[config.mk]
export PLATFORM = sky130hd
export DESIGN_NAME = irq_unit
export DESIGN_NICKNAME = d
export VERILOG_FILES = /design/src/rtl/irq_pkg.sv /design/src/rtl/irq_vec_file.sv /design/src/rtl/irq_pick.sv /design/src/rtl/irq_ctx.sv /design/src/rtl/irq_unit.sv
export SDC_FILE = /design/constraint.sdc
export NUM_CORES = 1
export LEC_CHECK = 0
export CORE_ASPECT_RATIO = 1.4
export CORE_MARGIN = 1
export CORE_UTILIZATION = 32
export CTS_BUF_LIST = sky130_fd_sc_hd__clkbuf_16
export CTS_CLUSTER_SIZE = 14
export DETAILED_ROUTE_END_ITERATION = 10
export DONT_BUFFER_PORTS = 1
export MAX_ROUTING_LAYER = met4
export PLACE_DENSITY = 0.48
export SYNTH_ARGS = -nofsm -noshare
export SYNTH_HDL_FRONTEND = slang
export SYNTH_SLANG_ARGS = --single-unit
[constraint.sdc]
create_clock -name clk -period 7 [get_ports clk]
set_clock_uncertainty 0.05 [all_clocks]
set_input_delay 1.05 -clock clk [delete_from_list [all_inputs] [get_ports clk]]
set_output_delay 1.05 -clock clk [all_outputs]
set_load 0.005 [all_outputs]
[src/rtl/irq_pkg.sv]
// Shared constants and types of the interrupt unit.
// Assumes a 16-bit datapath and sixteen handler numbers.
package irq_pkg;
    localparam int WORD_W    = 16;
    localparam int VEC_COUNT = 16;
    localparam int TRAP_COUNT = 3;

    typedef enum logic [1:0] {
        ACT_IDLE   = 2'd0,
        ACT_ENTER  = 2'd1,
        ACT_RETURN = 2'd2
    } irq_act_e;
endpackage

[src/rtl/irq_vec_file.sv]
// Handler address file: one write port, two combinational read ports.
// Assumes the write index is always within range (power-of-two depth).
module irq_vec_file #(
    parameter int DW = 16,
    parameter int NV = 16,
    localparam int IW = $clog2(NV)
) (
    input  logic          clk,
    input  logic          rst_n,
    input  logic          we,
    input  logic [IW-1:0] widx,
    input  logic [DW-1:0] wdata,
    input  logic [IW-1:0] ridx_a,
    input  logic [IW-1:0] ridx_b,
    output logic [DW-1:0] rdata_a,
    output logic [DW-1:0] rdata_b
);
    logic [DW-1:0] mem [NV];

    // Storage update: clear on reset, single-entry write otherwise.
    always_ff @(posedge clk) begin
        if (!rst_n) begin
            for (int i = 0; i < NV; i++) mem[i] <= '0;
        end else if (we) begin
            mem[widx] <= wdata;
        end
    end

    // Read ports see the value before any write of the same cycle.
    assign rdata_a = mem[ridx_a];
    assign rdata_b = mem[ridx_b];

    AST_VEC_STORE: assert property (@(posedge clk) disable iff (!rst_n)
        we |=> mem[$past(widx)] == $past(wdata));
endmodule

[src/rtl/irq_pick.sv]
// Request arbiter: lowest-numbered hardware request first, software last.
// Assumes trap lines occupy the lowest numbers and devices the rest.
module irq_pick #(
    parameter int NV = 16,
    parameter int NT = 3,
    localparam int IW = $clog2(NV),
    localparam int ND = NV - NT
) (
    input  logic          clk,
    input  logic          rst_n,
    input  logic [NT-1:0] trap_req,
    input  logic [ND-1:0] dev_req,
    input  logic          gie,
    input  logic          swi_valid,
    input  logic [IW-1:0] swi_num,
    output logic          hit,
    output logic [IW-1:0] num,
    output logic          resume_same
);
    logic [NV-1:0] req;
    logic [NV-1:0] grant;

    // Request vector: traps unconditionally, devices only when enabled.
    for (genvar k = 0; k < NV; k++) begin : g_req
        if (k < NT) begin : g_trap
            assign req[k] = trap_req[k];
        end else begin : g_dev
            assign req[k] = dev_req[k-NT] & gie;
        end
    end

    // Priority scan: keep only the lowest set request.
    always_comb begin
        grant = '0;
        for (int k = NV - 1; k >= 0; k--) begin
            if (req[k]) grant = NV'(1) << k;
        end
    end

    // Encode the winner, falling back to the software request.
    always_comb begin
        hit         = 1'b0;
        num         = '0;
        resume_same = 1'b0;
        for (int k = 0; k < NV; k++) begin
            if (grant[k]) begin
                hit         = 1'b1;
                num         = IW'(k);
                resume_same = (k >= NT);
            end
        end
        if (!hit && swi_valid) begin
            hit = 1'b1;
            num = swi_num;
        end
    end

    AST_ONE_GRANT: assert property (@(posedge clk) disable iff (!rst_n)
        $onehot0(grant));
endmodule

[src/rtl/irq_ctx.sv]
// Saved context: return address and shadow flag registers.
// Assumes entry capture outranks the direct system writes.
module irq_ctx #(
    parameter int DW = 16
) (
    input  logic          clk,
    input  logic          rst_n,
    input  logic          enter,
    input  logic [DW-1:0] ret_addr,
    input  logic [DW-1:0] flags_in,
    input  logic          ira_we,
    input  logic          shfl_we,
    input  logic [DW-1:0] sys_wdata,
    output logic [DW-1:0] ira_q,
    output logic [DW-1:0] shfl_q
);
    // Return address: captured on entry, else direct write.
    always_ff @(posedge clk) begin
        if (!rst_n)      ira_q <= '0;
        else if (enter)  ira_q <= ret_addr;
        else if (ira_we) ira_q <= sys_wdata;
    end

    // Shadow flags: captured on entry, else direct write.
    always_ff @(posedge clk) begin
        if (!rst_n)       shfl_q <= '0;
        else if (enter)   shfl_q <= flags_in;
        else if (shfl_we) shfl_q <= sys_wdata;
    end

    AST_DIRECT_IRA: assert property (@(posedge clk) disable iff (!rst_n)
        (ira_we && !enter) |=> ira_q == $past(sys_wdata));
endmodule

[src/rtl/irq_unit.sv]
// Interrupt unit top: gates entry on an idle, valid execute stage,
// chooses between entry and return, and drives the redirect.
// Assumes the core clears its enable flag on flag_save and reloads
// flags from shfl_q on flag_restore.
module irq_unit #(
    parameter int DW = irq_pkg::WORD_W,
    parameter int NV = irq_pkg::VEC_COUNT,
    parameter int NT = irq_pkg::TRAP_COUNT,
    localparam int IW = $clog2(NV),
    localparam int ND = NV - NT
) (
    input  logic          clk,
    input  logic          rst_n,
    input  logic [NT-1:0] trap_req,
    input  logic [ND-1:0] dev_req,
    input  logic          gie,
    input  logic          swi_valid,
    input  logic [IW-1:0] swi_num,
    input  logic          reti,
    input  logic          unit_busy,
    input  logic          ex_valid,
    input  logic [DW-1:0] pc_cur,
    input  logic [DW-1:0] pc_next,
    input  logic [DW-1:0] flags_in,
    input  logic          vec_we,
    input  logic [IW-1:0] vec_idx,
    input  logic [DW-1:0] vec_wdata,
    input  logic          ira_we,
    input  logic          shfl_we,
    input  logic [DW-1:0] sys_wdata,
    output logic [DW-1:0] vec_rdata,
    output logic          redirect,
    output logic [DW-1:0] redirect_pc,
    output logic          flag_save,
    output logic          flag_restore,
    output logic [IW-1:0] taken_num,
    output logic [DW-1:0] ira_q,
    output logic [DW-1:0] shfl_q
);
    import irq_pkg::*;

    logic          eligible;
    logic          pick_hit;
    logic [IW-1:0] pick_num;
    logic          pick_same;
    logic [DW-1:0] handler_pc;
    logic [DW-1:0] ret_addr;
    irq_act_e      act;

    // Eligibility: out of reset, valid instruction, nothing busy.
    assign eligible = rst_n && ex_valid && !unit_busy;

    irq_pick #(.NV(NV), .NT(NT)) u_pick (
        .clk         (clk),
        .rst_n       (rst_n),
        .trap_req    (trap_req),
        .dev_req     (dev_req),
        .gie         (gie),
        .swi_valid   (swi_valid),
        .swi_num     (swi_num),
        .hit         (pick_hit),
        .num         (pick_num),
        .resume_same (pick_same)
    );

    irq_vec_file #(.DW(DW), .NV(NV)) u_vec (
        .clk     (clk),
        .rst_n   (rst_n),
        .we      (vec_we),
        .widx    (vec_idx),
        .wdata   (vec_wdata),
        .ridx_a  (vec_idx),
        .ridx_b  (pick_num),
        .rdata_a (vec_rdata),
        .rdata_b (handler_pc)
    );

    // Action select: entry outranks return; neither without eligibility.
    always_comb begin
        if (eligible && pick_hit)  act = ACT_ENTER;
        else if (eligible && reti) act = ACT_RETURN;
        else                       act = ACT_IDLE;
    end

    // Peripherals re-run the interrupted instruction; the rest resume after it.
    assign ret_addr = pick_same ? pc_cur : pc_next;

    irq_ctx #(.DW(DW)) u_ctx (
        .clk       (clk),
        .rst_n     (rst_n),
        .enter     (act == ACT_ENTER),
        .ret_addr  (ret_addr),
        .flags_in  (flags_in),
        .ira_we    (ira_we),
        .shfl_we   (shfl_we),
        .sys_wdata (sys_wdata),
        .ira_q     (ira_q),
        .shfl_q    (shfl_q)
    );

    // Output decode of the chosen action.
    always_comb begin
        redirect     = 1'b0;
        redirect_pc  = '0;
        flag_save    = 1'b0;
        flag_restore = 1'b0;
        taken_num    = '0;
        case (act)
            ACT_ENTER: begin
                redirect    = 1'b1;
                redirect_pc = handler_pc;
                flag_save   = 1'b1;
                taken_num   = pick_num;
            end
            ACT_RETURN: begin
                redirect     = 1'b1;
                redirect_pc  = ira_q;
                flag_restore = 1'b1;
            end
            default: ;
        endcase
    end

    AST_GATE_EXEC: assert property (@(posedge clk) disable iff (!rst_n)
        redirect |-> (ex_valid && !unit_busy));
    AST_DEV_NEEDS_GIE: assert property (@(posedge clk) disable iff (!rst_n)
        (flag_save && !gie && !swi_valid) |-> (int'(taken_num) < NT));
    AST_IRA_DEVICE: assert property (@(posedge clk) disable iff (!rst_n)
        (flag_save && int'(taken_num) >= NT && !swi_valid) |=> ira_q == $past(pc_cur));
    AST_IRA_TRAP: assert property (@(posedge clk) disable iff (!rst_n)
        (flag_save && int'(taken_num) < NT) |=> ira_q == $past(pc_next));
    AST_SHADOW_SAVE: assert property (@(posedge clk) disable iff (!rst_n)
        flag_save |=> shfl_q == $past(flags_in));
    AST_RETURN_TARGET: assert property (@(posedge clk) disable iff (!rst_n)
        flag_restore |-> (!flag_save && reti && redirect_pc == ira_q));
endmodule

==> metrics, run 1 <==
HP Class input port to flop; Rows 98; initial antenna violation count 1; first-pass GRT wire length 88.14 mm; Worst EP arrival 4480 ps; reg2reg setup slack 6030 ps; min Tclk post-route 5577 ps; Worst-Skew Late Latency 600 ps; Bufs on Longest Clock Path 3; Post-synth top flop edfxtp_1; Max Slew Vio Count 0; drc violations 2; Final Cycle Share 79.67%; fin util 35.87%; Power Dens Cells 227.5 nW/um^2; Critical Path Start dev_req[5]; core area 51010 sq um; dominant cell type by area after synthesis edfxtp_1; Final HPWL DP 41.24 mm; Avg Synthesized Cell Area 11.97 sq um; Power Total 4.163 mW; Crit Reg-Reg Endpoint u_ctx.ira_q[7]$_SDFFE_PN0P_; critical-path cell list nor4_2 > a21boi_0 > o22ai_2 > nor2_1 > buf_4 > nor3_1 > buf_4 > o211ai_1 > a41oi_1 > o21ai_1 > buf_4; setup_tns 0 ps; Die Area 52530 sq um; Worst path max stage delay 880 ps; failing checks DRC; first-pass iteration count of the detailed router 8; net count after synthesis 1493; CP delay by family, top simple AND/OR/NAND/NOR gates; P&R area growth vs syn 10.79%; Crit-path slowest cell nor3_1; GRT Overall Usage 24.19%; setup ws final 1423 ps; outcome finished, violations left; gpl congestion 0.8949; sequential share of power 49.0%; worst-margin pin slew 1363 ps; EDFF count, synth 256; Setup crit end redirect_pc[13]; routed wire length 63.13 mm; clock-pin slew on the worst setup and hold paths 60 ps; static leakage 6.541 nW; hold_buf cts 0; crit end category output port; Fillers 4939; Max-cap violations 0; vias in the first global route 11920; relative max-transition margin 9.037%; share of layout cells above drive strength 1 18.60%; via/cell ratio 5.975; largest net degree at the start of global routing 69; Seq/Total Area, Yosys 50.43%; setup violators final 0; Req. time, crit path 5900 ps; Crit path depth 11; commonest non-fill, non-tap cell in the layout and2_1; clock network fraction of total power 39.9%; post-synth top area share 46.55%; synth warn 0; FF-to-FF path depth 3; Switching Fraction 25.20%; cell repeated most along the worst path buf_4; Setup CP Type input port to output port; fin nets 1450; fin area 18300 sq um; worst flop-to-flop path startpoint u_ctx.ira_q[7]$_SDFFE_PN0P_; vias 11990; area post-placement 17310 sq um; Die Width 194.0 microns; total grt overflow 0; routed wire length per instance 31.47 microns; Comb power frac 11.1%; IR drop worst, VDD 0.1865 mV; CP Max Fanout 9; FFs w/ async S/R, synth 0%; clk sink count 288; synthesized area 16510 sq um; CTS Root Cell clkbuf_16; RSZ-0062 raised after global routing no; Seq cells post-synth 288; PortBufs 0; Fmax 0.1793 GHz; CTS tree done; Post-CTS Setup Inserts 0; drt initial violations 1222; library cells used by synthesis 78; Buf+Inv Stages, Crit Path 3; Ports 185; most frequent cells in the layout 265 x and2_1, 256 x edfxtp_1, 97 x nand3_1, 80 x mux4_2, 76 x nand2_1; Synth Instances 1379; Die Y 270.8 microns; setup slack at placement 1494 ps; Net Switching 1.049 mW; ANT nets after route 0; CTS H-Tree Depth 1; P_int 3.114 mW; Starting Density 32.37%; final hold vios 0; Synth area leaders edfxtp_1 47%, mux4_2 11%, and2_1 10%; cts repair resizes 0; critical path launch point type input port; total CTS buffers 31
-- power by group through the flow --
stage	clock network, mW	registers [mW]	logic (mW)
3_5_place_dp	0	2.07	0.461
6_report	1.66	2.04	0.462
3_3_place_gp	0	2.07	0.461
2_1_floorplan	0	2.04	0.348
5_1_grt	1.74	2.05	0.490
4_1_cts	1.69	2.04	0.465
-- how the worst min path moves through the flow --
stage / from / endpoint / slack, ps / cells after the start
after floorplan: u_ctx.shfl_q[0]$_SDFFE_PN0P_ / u_ctx.shfl_q[0]$_SDFFE_PN0P_ / 550 / 3
after global placement: u_ctx.shfl_q[1]$_SDFFE_PN0P_ / u_ctx.shfl_q[1]$_SDFFE_PN0P_ / 560 / 3
after detailed placement: u_ctx.shfl_q[10]$_SDFFE_PN0P_ / u_ctx.shfl_q[10]$_SDFFE_PN0P_ / 570 / 3
after CTS: rst_n / u_ctx.shfl_q[15]$_SDFFE_PN0P_ / 520 / 1
after global routing: rst_n / u_ctx.shfl_q[0]$_SDFFE_PN0P_ / 530 / 1
final: rst_n / u_ctx.shfl_q[0]$_SDFFE_PN0P_ / 540 / 1
-- metrics by stage --
| stage | std cells | hold WS, ps |
|---|---|---|
| floorplan | 1379 | 546.7 |
| global placement | 1953 | 563.6 |
| detailed placement | 1953 | 574.2 |
| CTS | 2005 | 519.8 |
| global route | 2005 | 533.2 |
| finish | 2006 | 539.0 |
-- synthesized netlist by cell type, types with 7 or more instances --
master	count
a2111oi_0	13
a21oi_1	11
a221o_1	9
a31o_2	7
a31oi_1	13
a41oi_1	8
and2_1	265
and3_1	36
buf_2	15
clkbuf_1	89
dfxtp_1	32
edfxtp_1	256
inv_1	18
mux2_2	7
mux2i_1	62
mux4_2	80
nand2_1	78
nand3_1	97
nand4_1	7
nor2_1	26
o2111ai_1	7
o211a_1	16
o211ai_1	21
o21ai_0	65
o21ai_1	26
-- metal layers --
layer / GRT usage, % / part of all wire (%) / up-vias
met4: 10.76 / 4.4 / 0
met3: 4.226 / 8.4 / 140
met1: 27.72 / 37 / 6040
li1: - / - / 5156
met2: 41.27 / 50 / 650
met5: - / 0 / -
-- area by class of cell --
class	instances	area, sq um	area share (%)
sequential	288	8328	45.52
multi-input combinational	952	7757	42.40
tap	650	813.3	4.445
clock buffer	31	775.7	4.240
timing repair buffer	44	342.8	1.874
clock inverter	21	203.9	1.115
inverter	19	71.32	0.3898
antenna	1	2.502	0.01368
-- cells by family after synthesis --
group | synth area share (%)
buffers and inverters | 3.576
AOI/OAI and AO/OA | 10.96
muxes | 15.56
and+or+nand+nor | 19.48
DFF | 50.43
-- flip-flops by register name (all words and copies together), names as in the netlist --
signal / count
u_ctx.shfl_q: 16
u_ctx.ira_q: 16
u_vec.mem: 256
Note: power is estimated with default switching activity, not from simulation.
==> inputs of run 2 (changes only) <==
--- a/config.mk
+++ b/config.mk
@@ -5,6 +5,7 @@
 export SDC_FILE = /design/constraint.sdc
 export NUM_CORES = 1
 export LEC_CHECK = 0
+export ABC_AREA = 1
 export CORE_ASPECT_RATIO = 1.4
 export CORE_MARGIN = 1
 export CORE_UTILIZATION = 32
==> constraint.sdc (replaced) <==
create_clock -name clk -period 5.7 [get_ports clk]
set_clock_uncertainty 0.05 [all_clocks]
set_input_delay 0.855 -clock clk [delete_from_list [all_inputs] [get_ports clk]]
set_output_delay 0.855 -clock clk [all_outputs]
set_load 0.005 [all_outputs]
==> run 2 against run 1 <==
Non-clock buffer count down 10. Sequential share of layout area grew 1.5 points. Critical path depth rose by 5. The run now ends clean. Flip-flop and latch count is the same. Sequential power grew 22%. Setup slack worse by 380 ps.
==> metrics, run 2 <==
outcome finished, final reports clean (was finished, violations left); reg2reg setup slack 4810 ps (was 6030 ps); Crit-path slowest cell nand2_4 (was nor3_1); setup ws final 1039 ps (was 1423 ps); metal2 WL 31.48 mm (was 31.82 mm); largest net degree at the start of global routing 129 (was 69); Buf+Inv Stages, Crit Path 1 (was 3); Synth area leaders edfxtp_1 47%, nand3_1 14%, nand2_1 8.7% (was edfxtp_1 47%, mux4_2 11%, and2_1 10%); compound-gate portion of the synthesized area 7.005% (was 10.96%); metal3 WL 5.461 mm (was 5.284 mm); synthesized area 16200 sq um (was 16510 sq um); critical-path cell list nor2_1 > nand3_1 > nor3_1 > o21ai_1 > nand2_1 > nor2_4 > nand4_4 > nand3_4 > nand2_4 > buf_12 > nand2_1 > nand3_1 > nand3_1 > nand3_1 > nand3_1 > nand2_1 (was nor4_2 > a21boi_0 > o22ai_2 > nor2_1 > buf_4 > nor3_1 > buf_4 > o211ai_1 > a41oi_1 > o21ai_1 > buf_4); max reg flops 256 (unchanged); net count after synthesis 2109 (was 1493); Seq cells post-synth 288 (unchanged); Top reg by flops u_vec.mem (unchanged); EDFF count, synth 256 (unchanged); worst-margin pin slew 1235 ps (was 1363 ps); post-synth top area share 47.46% (was 46.55%); total grt overflow 0 (unchanged); Crit path depth 16 (was 11); hold_buf cts 0 (unchanged); Die Y 268.2 microns (was 270.8 microns); Top Registers u_vec.mem x256, u_ctx.ira_q x16, u_ctx.shfl_q x16 (unchanged); setup violators final 0 (unchanged); sequential share of power 46.3% (was 49.0%); Comb power frac 13.7% (was 11.1%); core area 50000 sq um (was 51010 sq um); clock network fraction of total power 40.0% (was 39.9%); Final Cycle Share 81.78%; Die Area 51540 sq um (was 52530 sq um); library cells used by synthesis 34 (was 78); via/cell ratio 5.648 (was 5.975); commonest non-fill, non-tap cell in the layout nand3_1 (was and2_1); Setup CP Type input port to output port (unchanged); Synth top cells by count 464 x nand3_1, 377 x nand2_1, 297 x nor2_1 (was 265 x and2_1, 256 x edfxtp_1, 97 x nand3_1); CTS tree done (unchanged); Worst-Skew Late Latency 580 ps (was 600 ps); vias 14550 (was 11990); clk sink count 288 (unchanged); Die Width 192.2 microns (was 194.0 microns); Metal-1 WL 24.46 mm (was 23.26 mm); Rows 97 (was 98); Critical Path Start trap_req[1] (was dev_req[5]); largest family of logic cells by synthesized area simple AND/OR/NAND/NOR gates (unchanged); vias in the first global route 13970 (was 11920); IR drop worst, VDD 0.1997 mV (was 0.1865 mV); most numerous cell in the Yosys netlist nand3_1 (was and2_1); P_int 3.872 mW (was 3.114 mW); critical path launch point type input port (unchanged); gpl congestion 0.8590 (was 0.8949); fin nets 2020 (was 1450); final hold vios 0 (unchanged); Fillers 5104 (was 4939); synth warn 0 (unchanged); Synth Instances 1995 (was 1379); RSZ-0062 raised after global routing no (unchanged); cts repair resizes 0 (unchanged); Fmax 0.2145 GHz; CTS H-Tree Depth 1 (unchanged); min Tclk post-route 4661 ps; top routing layer in use met4 (unchanged); dominant cell type by area after synthesis edfxtp_1 (unchanged); post-synthesis adder-cell area fraction 0% (unchanged); static leakage 7.289 nW (was 6.541 nW); Avg Synthesized Cell Area 8.120 sq um (was 11.97 sq um); Final HPWL DP 39.77 mm (was 41.24 mm); Ports 185 (unchanged); ANT nets after route 0 (unchanged); FFs w/ async S/R, synth 0% (unchanged); Worst EP arrival 3760 ps (was 4480 ps); setup slack at placement 1107 ps (was 1494 ps); cell repeated most along the worst path nand3_1 (was buf_4); CTS Root Cell clkbuf_16 (unchanged); Switching Fraction 27.74% (was 25.20%); worst flop-to-flop path startpoint u_ctx.shfl_q[3]$_SDFFE_PN0P_ (was u_ctx.ira_q[7]$_SDFFE_PN0P_); GRT Overall Usage 24.90% (was 24.19%); first-pass iteration count of the detailed router 7 (was 8); initial antenna violation count 3 (was 1); routed wire length per instance 24.63 microns (was 31.47 microns); Net Switching 1.486 mW (was 1.049 mW); routed wire length 63.44 mm (was 63.13 mm); Seq/Total Area, Yosys 51.41% (was 50.43%); Starting Density 32.40% (was 32.37%); share of layout cells above drive strength 1 6.010% (was 18.60%); drc violations 0 (was 2); CP delay by family, top simple AND/OR/NAND/NOR gates (unchanged); Max-cap violations 0 (unchanged); Post-CTS Setup Inserts 0 (unchanged); Post-synth top flop edfxtp_1 (unchanged); Bufs on Longest Clock Path 3 (unchanged); relative max-transition margin 17.35% (was 9.037%); most frequent cells in the layout 464 x nand3_1, 377 x nand2_1, 293 x nor2_1, 256 x edfxtp_1, 177 x inv_1 (was 265 x and2_1, 256 x edfxtp_1, 97 x nand3_1, 80 x mux4_2, 76 x nand2_1); CP Max Fanout 52 (was 9); crit end category output port (unchanged); FF-to-FF path depth 3 (unchanged); total CTS buffers 31 (unchanged); Crit Reg-Reg Endpoint u_ctx.shfl_q[3]$_SDFFE_PN0P_ (was u_ctx.ira_q[7]$_SDFFE_PN0P_); Setup crit end redirect_pc[3] (was redirect_pc[13]); HP Class input port to flop (unchanged); Worst path max stage delay 440 ps (was 880 ps); Power Dens Cells 302.3 nW/um^2 (was 227.5 nW/um^2); Max Slew Vio Count 0 (unchanged); first-pass GRT wire length 91.63 mm (was 88.14 mm); PortBufs 0 (unchanged); Req. time, crit path 4800 ps (was 5900 ps); P&R area growth vs syn 9.431% (was 10.79%); Post-Synth Simple-Gate Area 31.96% (was 19.48%); post-synthesis mux area share 1.043% (was 15.56%); clock-pin slew on the worst setup and hold paths 60 ps (about the same); drt initial violations 1554 (was 1222); setup_tns 0 ps (unchanged); Post-Synth XOR/XNOR Area 0% (unchanged)
run 2: cell count changes in the layout (fill, tap and decap cells not counted), sizes merged, moves of 39 or more:
cell	previous run	this run
nand3	97	467
nand2	80	380
mux4	80	0
and3	39	0
inv	25	181
and2	265	0
o22ai	1	49
nor2	27	298
mux2i	62	0
run 2: power groups by stage:
stage          logic (mW)  clock network [mW]  registers [mW]
6_report            0.734                2.14            2.48
5_1_grt             0.800                2.23            2.49
4_1_cts             0.733                2.17            2.48
3_5_place_dp        0.731                   0            2.52
3_3_place_gp        0.727                   0            2.52
2_1_floorplan       0.500                   0            2.50
run 2: final cells by class:
cell class | instances | area [sq um] | area share, %
flip-flops and latches | 288 | 8328 | 46.98
multi-input cells | 1370 | 6529 | 36.83
well taps | 643 | 804.5 | 4.538
clock buffers | 31 | 775.7 | 4.376
inverters | 181 | 679.4 | 3.833
repair buffers | 34 | 330.3 | 1.863
clock inverters | 26 | 272.8 | 1.539
diodes | 3 | 7.507 | 0.04235
run 2: cell families after synthesis:
kind of cell | count (synthesis)
DFF | 288
muxes | 15
buffers and inverters | 337
AOI/OAI and AO/OA | 173
and+or+nand+nor | 1182
run 2: worst register-to-register path: stages, from the launching register on:
cell and delay (ps):
dfxtp_1 370, a22o_1 220, o21ai_1 110, inv_1 40
run 2: worst min-delay path by stage:
stage	startpoint	to	slack, ps	depth (start not counted)
after global routing	rst_n	u_ctx.shfl_q[2]$_SDFFE_PN0P_	330	2
after global placement	u_ctx.shfl_q[5]$_SDFFE_PN0P_	u_ctx.shfl_q[5]$_SDFFE_PN0P_	520	4
after floorplan	u_ctx.shfl_q[15]$_SDFFE_PN0P_	u_ctx.shfl_q[15]$_SDFFE_PN0P_	480	4
after CTS	rst_n	u_ctx.ira_q[10]$_SDFFE_PN0P_	310	2
after detailed placement	u_ctx.shfl_q[4]$_SDFFE_PN0P_	u_ctx.shfl_q[4]$_SDFFE_PN0P_	530	3
final	rst_n	u_ctx.ira_q[0]$_SDFFE_PN0P_	330	2
run 2: metrics by stage:
stage | cell area [sq um] | hold WS, ps | total power, mW | util (%) | std cells
after global placement | 16670 | 518.6 | 3.249 | 33.34 | 2516
final | 17730 | 328.2 | 5.358 | 35.45 | 2576
after detailed placement | 16670 | 527.6 | 3.255 | 33.34 | 2516
after global routing | 17730 | 325.0 | 5.522 | 35.45 | 2576
after CTS | 17720 | 309.3 | 5.383 | 35.44 | 2573
after floorplan | 16200 | 480.3 | 3.003 | - | 1995
run 2: layer usage:
layer	track usage [%]	vias to the layer above
met5	-	-
met4	9.023	0
met3	3.383	114
met2	42.44	786
met1	29.81	7037
li1	-	6611
==> inputs of run 3 (changes only) <==
--- a/config.mk
+++ b/config.mk
@@ -5,7 +5,7 @@
 export SDC_FILE = /design/constraint.sdc
 export NUM_CORES = 1
 export LEC_CHECK = 0
-export ABC_AREA = 1
+export ABC_AREA = 0
 export CORE_ASPECT_RATIO = 1.4
 export CORE_MARGIN = 1
 export CORE_UTILIZATION = 32
@@ -14,7 +14,7 @@
 export DETAILED_ROUTE_END_ITERATION = 10
 export DONT_BUFFER_PORTS = 1
 export MAX_ROUTING_LAYER = met4
-export PLACE_DENSITY = 0.48
+export PLACE_DENSITY = 0.49
 export SYNTH_ARGS = -nofsm -noshare
 export SYNTH_HDL_FRONTEND = slang
 export SYNTH_SLANG_ARGS = --single-unit
==> constraint.sdc (replaced) <==
create_clock -name clk -period 3.74 [get_ports clk]
set_clock_uncertainty 0.05 [all_clocks]
set_input_delay 0.561 -clock clk [delete_from_list [all_inputs] [get_ports clk]]
set_output_delay 0.561 -clock clk [all_outputs]
set_load 0.005 [all_outputs]
==> run 3 against run 2 <==
Flip-flop and latch count did not move. Clock power increased by 50%. Sequential power rose by 54%. Via count down 16%. Core utilization is 1.9 points higher. Sequential share of layout area shrank 3.2 points. Die area is 1.9% higher. Combinational power increased by 27%. Global-route usage decreased by 1.4 points. Critical path type unchanged.
==> metrics, run 3 (same netlist as run 1, synthesis figures left out) <==
outcome finished, final reports clean (unchanged); min Tclk post-route 3663 ps; HP Class input port to flop (unchanged); largest net degree at the start of global routing 69 (was 129); post-route insts no fill 2070 (was 2576); max reg flops 256 (unchanged); Max-cap violations 0 (unchanged); met2 usage 39.45% (was 42.44%); critical path launch point type input port (unchanged); first-pass GRT wire length 87.42 mm (was 91.63 mm); core area 51010 sq um (was 50000 sq um); met3 Use GR 4.201% (was 3.383%); worst flop-to-flop path startpoint u_ctx.ira_q[11]$_SDFFE_PN0P_ (was u_ctx.shfl_q[3]$_SDFFE_PN0P_); Die Width 194.0 microns (was 192.2 microns); Die Y 270.8 microns (was 268.2 microns); Ports 185 (unchanged); PortBufs 0 (unchanged); Worst EP arrival 3050 ps (was 3760 ps); FF-to-FF path depth 3 (unchanged); Fmax 0.2730 GHz; Fillers 4874 (was 5104); IR drop worst, VDD 0.3803 mV (was 0.1997 mV); vias 12260 (was 14550); commonest non-fill, non-tap cell in the layout and2_1 (was nand3_1); fin nets 1511 (was 2020); routed wire length 60.93 mm (was 63.44 mm); fin area 19040 sq um (was 17730 sq um); vias in the first global route 12190 (was 13970); placed insts 2012 (was 2516); total grt overflow 0 (unchanged); Final HPWL DP 42.14 mm (was 39.77 mm); first-pass iteration count of the detailed router 7 (unchanged); Top reg by flops u_vec.mem (unchanged); relative max-transition margin 31.45% (was 17.35%); CP delay by family, top compound AO/OA/AOI/OAI gates (was simple AND/OR/NAND/NOR gates); GRT busiest layer met2 (unchanged); WHS Endpoint u_ctx.shfl_q[13]$_SDFFE_PN0P_ (was u_ctx.ira_q[0]$_SDFFE_PN0P_); Max Slew Vio Count 0 (unchanged); reg2reg setup slack 2720 ps (was 4810 ps); Crit-path slowest cell a211o_2 (was nand2_4); static leakage 6.958 nW (was 7.289 nW); CTS tree done (unchanged); Buf+Inv Stages, Crit Path 3 (was 1); clk sink count 288 (unchanged); Bufs on Longest Clock Path 3 (unchanged); worst hold stages 1 (was 2); Final Cycle Share 97.95%; worst-margin pin slew 1027 ps (was 1235 ps); setup violators final 0 (unchanged); CTS H-Tree Depth 1 (unchanged); Rows 98 (was 97); final hold vios 0 (unchanged); crit end category output port (unchanged); Power Dens Cells 418.3 nW/um^2 (was 302.3 nW/um^2); initial antenna violation count 1 (was 3); GRT Overall Usage 23.53% (was 24.90%); Worst path max stage delay 360 ps (was 440 ps); Setup CP Type input port to output port (unchanged); gpl congestion 0.9540 (was 0.8590); drc violations 0 (unchanged); via/cell ratio 5.922 (was 5.648); Top Registers u_vec.mem x256, u_ctx.ira_q x16, u_ctx.shfl_q x16 (unchanged); ANT nets after route 0 (unchanged); P&R area growth vs syn 15.28% (was 9.431%); total CTS buffers 31 (unchanged); Hold Path Origin rst_n (unchanged); Worst-Skew Late Latency 580 ps (about the same); CTS Root Cell clkbuf_16 (unchanged); area post-placement 17910 sq um (was 16670 sq um); share of layout cells above drive strength 1 22.34% (was 6.010%); Req. time, crit path 3130 ps (was 4800 ps); critical-path cell list o31ai_2 > a22oi_2 > buf_4 > o21a_1 > a211o_2 > buf_12 > buf_4 > a221oi_2 > o21ai_1 > a32oi_1 > o21ai_1 (was nor2_1 > nand3_1 > nor3_1 > o21ai_1 > nand2_1 > nor2_4 > nand4_4 > nand3_4 > nand2_4 > buf_12 > nand2_1 > nand3_1 > nand3_1 > nand3_1 > nand3_1 > nand2_1); Starting Density 32.37% (was 32.40%); drt initial violations 1068 (was 1554); CP Max Fanout 43 (was 52); clock-pin slew on the worst setup and hold paths 60 ps (about the same); routed wire length per instance 29.44 microns (was 24.63 microns); Die Area 52530 sq um (was 51540 sq um); met1 Resource Use GR 27.30% (was 29.81%); Crit Reg-Reg Endpoint u_ctx.ira_q[11]$_SDFFE_PN0P_ (was u_ctx.shfl_q[3]$_SDFFE_PN0P_); most frequent cells in the layout 265 x and2_1, 256 x edfxtp_1, 97 x nand3_1, 85 x buf_4, 80 x mux4_2 (was 464 x nand3_1, 377 x nand2_1, 293 x nor2_1, 256 x edfxtp_1, 177 x inv_1)
run 3: cell types whose count changed in the layout (fill, tap and decap cells not counted), sizes merged, moves of 16 or more:
cell	change
a22oi	-33
and2	+265
and3	+39
buf	+71
inv	-156
mux2i	+62
mux4	+80
nand2	-300
nand3	-370
nor2	-271
o211a	+16
o21ai	+38
o22ai	-48
run 3: metal layers:
| layer | share of wire [%] | wire length [microns] | vias up |
|---|---|---|---|
| met3 | 7.0 | 4289 | 129 |
| li1 | - | - | 5282 |
| met4 | 5.0 | 3044 | 0 |
| met5 | 0 | 0 | - |
| met1 | 39 | 23540 | 6229 |
| met2 | 49 | 30060 | 619 |
run 3: cell type report:
| type | count | area, sq um | area share [%] |
|---|---|---|---|
| flip-flops and latches | 288 | 8328 | 43.75 |
| multi-input cells | 952 | 7752 | 40.73 |
| repair buffers | 105 | 1039 | 5.456 |
| well taps | 650 | 813.3 | 4.272 |
| clock buffers | 31 | 775.7 | 4.075 |
| clock inverters | 24 | 254.0 | 1.334 |
| inverters | 19 | 71.32 | 0.3747 |
| diodes | 1 | 2.502 | 0.01315 |
run 3: report_power, final:
part	switching, mW	internal, mW	total, mW
clock	1.36	1.85	3.20
combinational	0.508	0.423	0.931
sequential	0.135	3.69	3.83
run 3: worst max path at each step:
stage / cells after the start / end / start / slack [ps]
global route: 12 / redirect_pc[12] / dev_req[2] / -10
CTS: 11 / redirect_pc[12] / dev_req[5] / 20
finish: 11 / redirect_pc[7] / dev_req[2] / 80
detailed placement: 11 / redirect_pc[15] / dev_req[5] / -50
global placement: 9 / redirect_pc[4] / dev_req[1] / -50
floorplan: 10 / redirect_pc[10] / gie / 440
run 3: repair_timing:
action,CTS,global route
pin swaps,0,3
setup endpoints to repair,4,8
hold buffers,0,0
gates resized for setup,4,8
buffers inserted,0,2
run 3: through the flow:
step / util [%] / hold WS (ps) / setup slack, ps / setup TNS (ps) / total power, mW
after detailed placement: 35.11 / 576.8 / -46.98 / -75.57 / 4.810
after floorplan: - / 546.7 / 439.0 / 0 / 4.478
final: 37.32 / 59.60 / 76.69 / 0 / 7.962
after CTS: 37.19 / 28.26 / 18.32 / 0 / 8.016
after global placement: 35.11 / 562.9 / -53.12 / -56.72 / 4.800
after global routing: 37.32 / 33.24 / -10.75 / -18.71 / 8.209
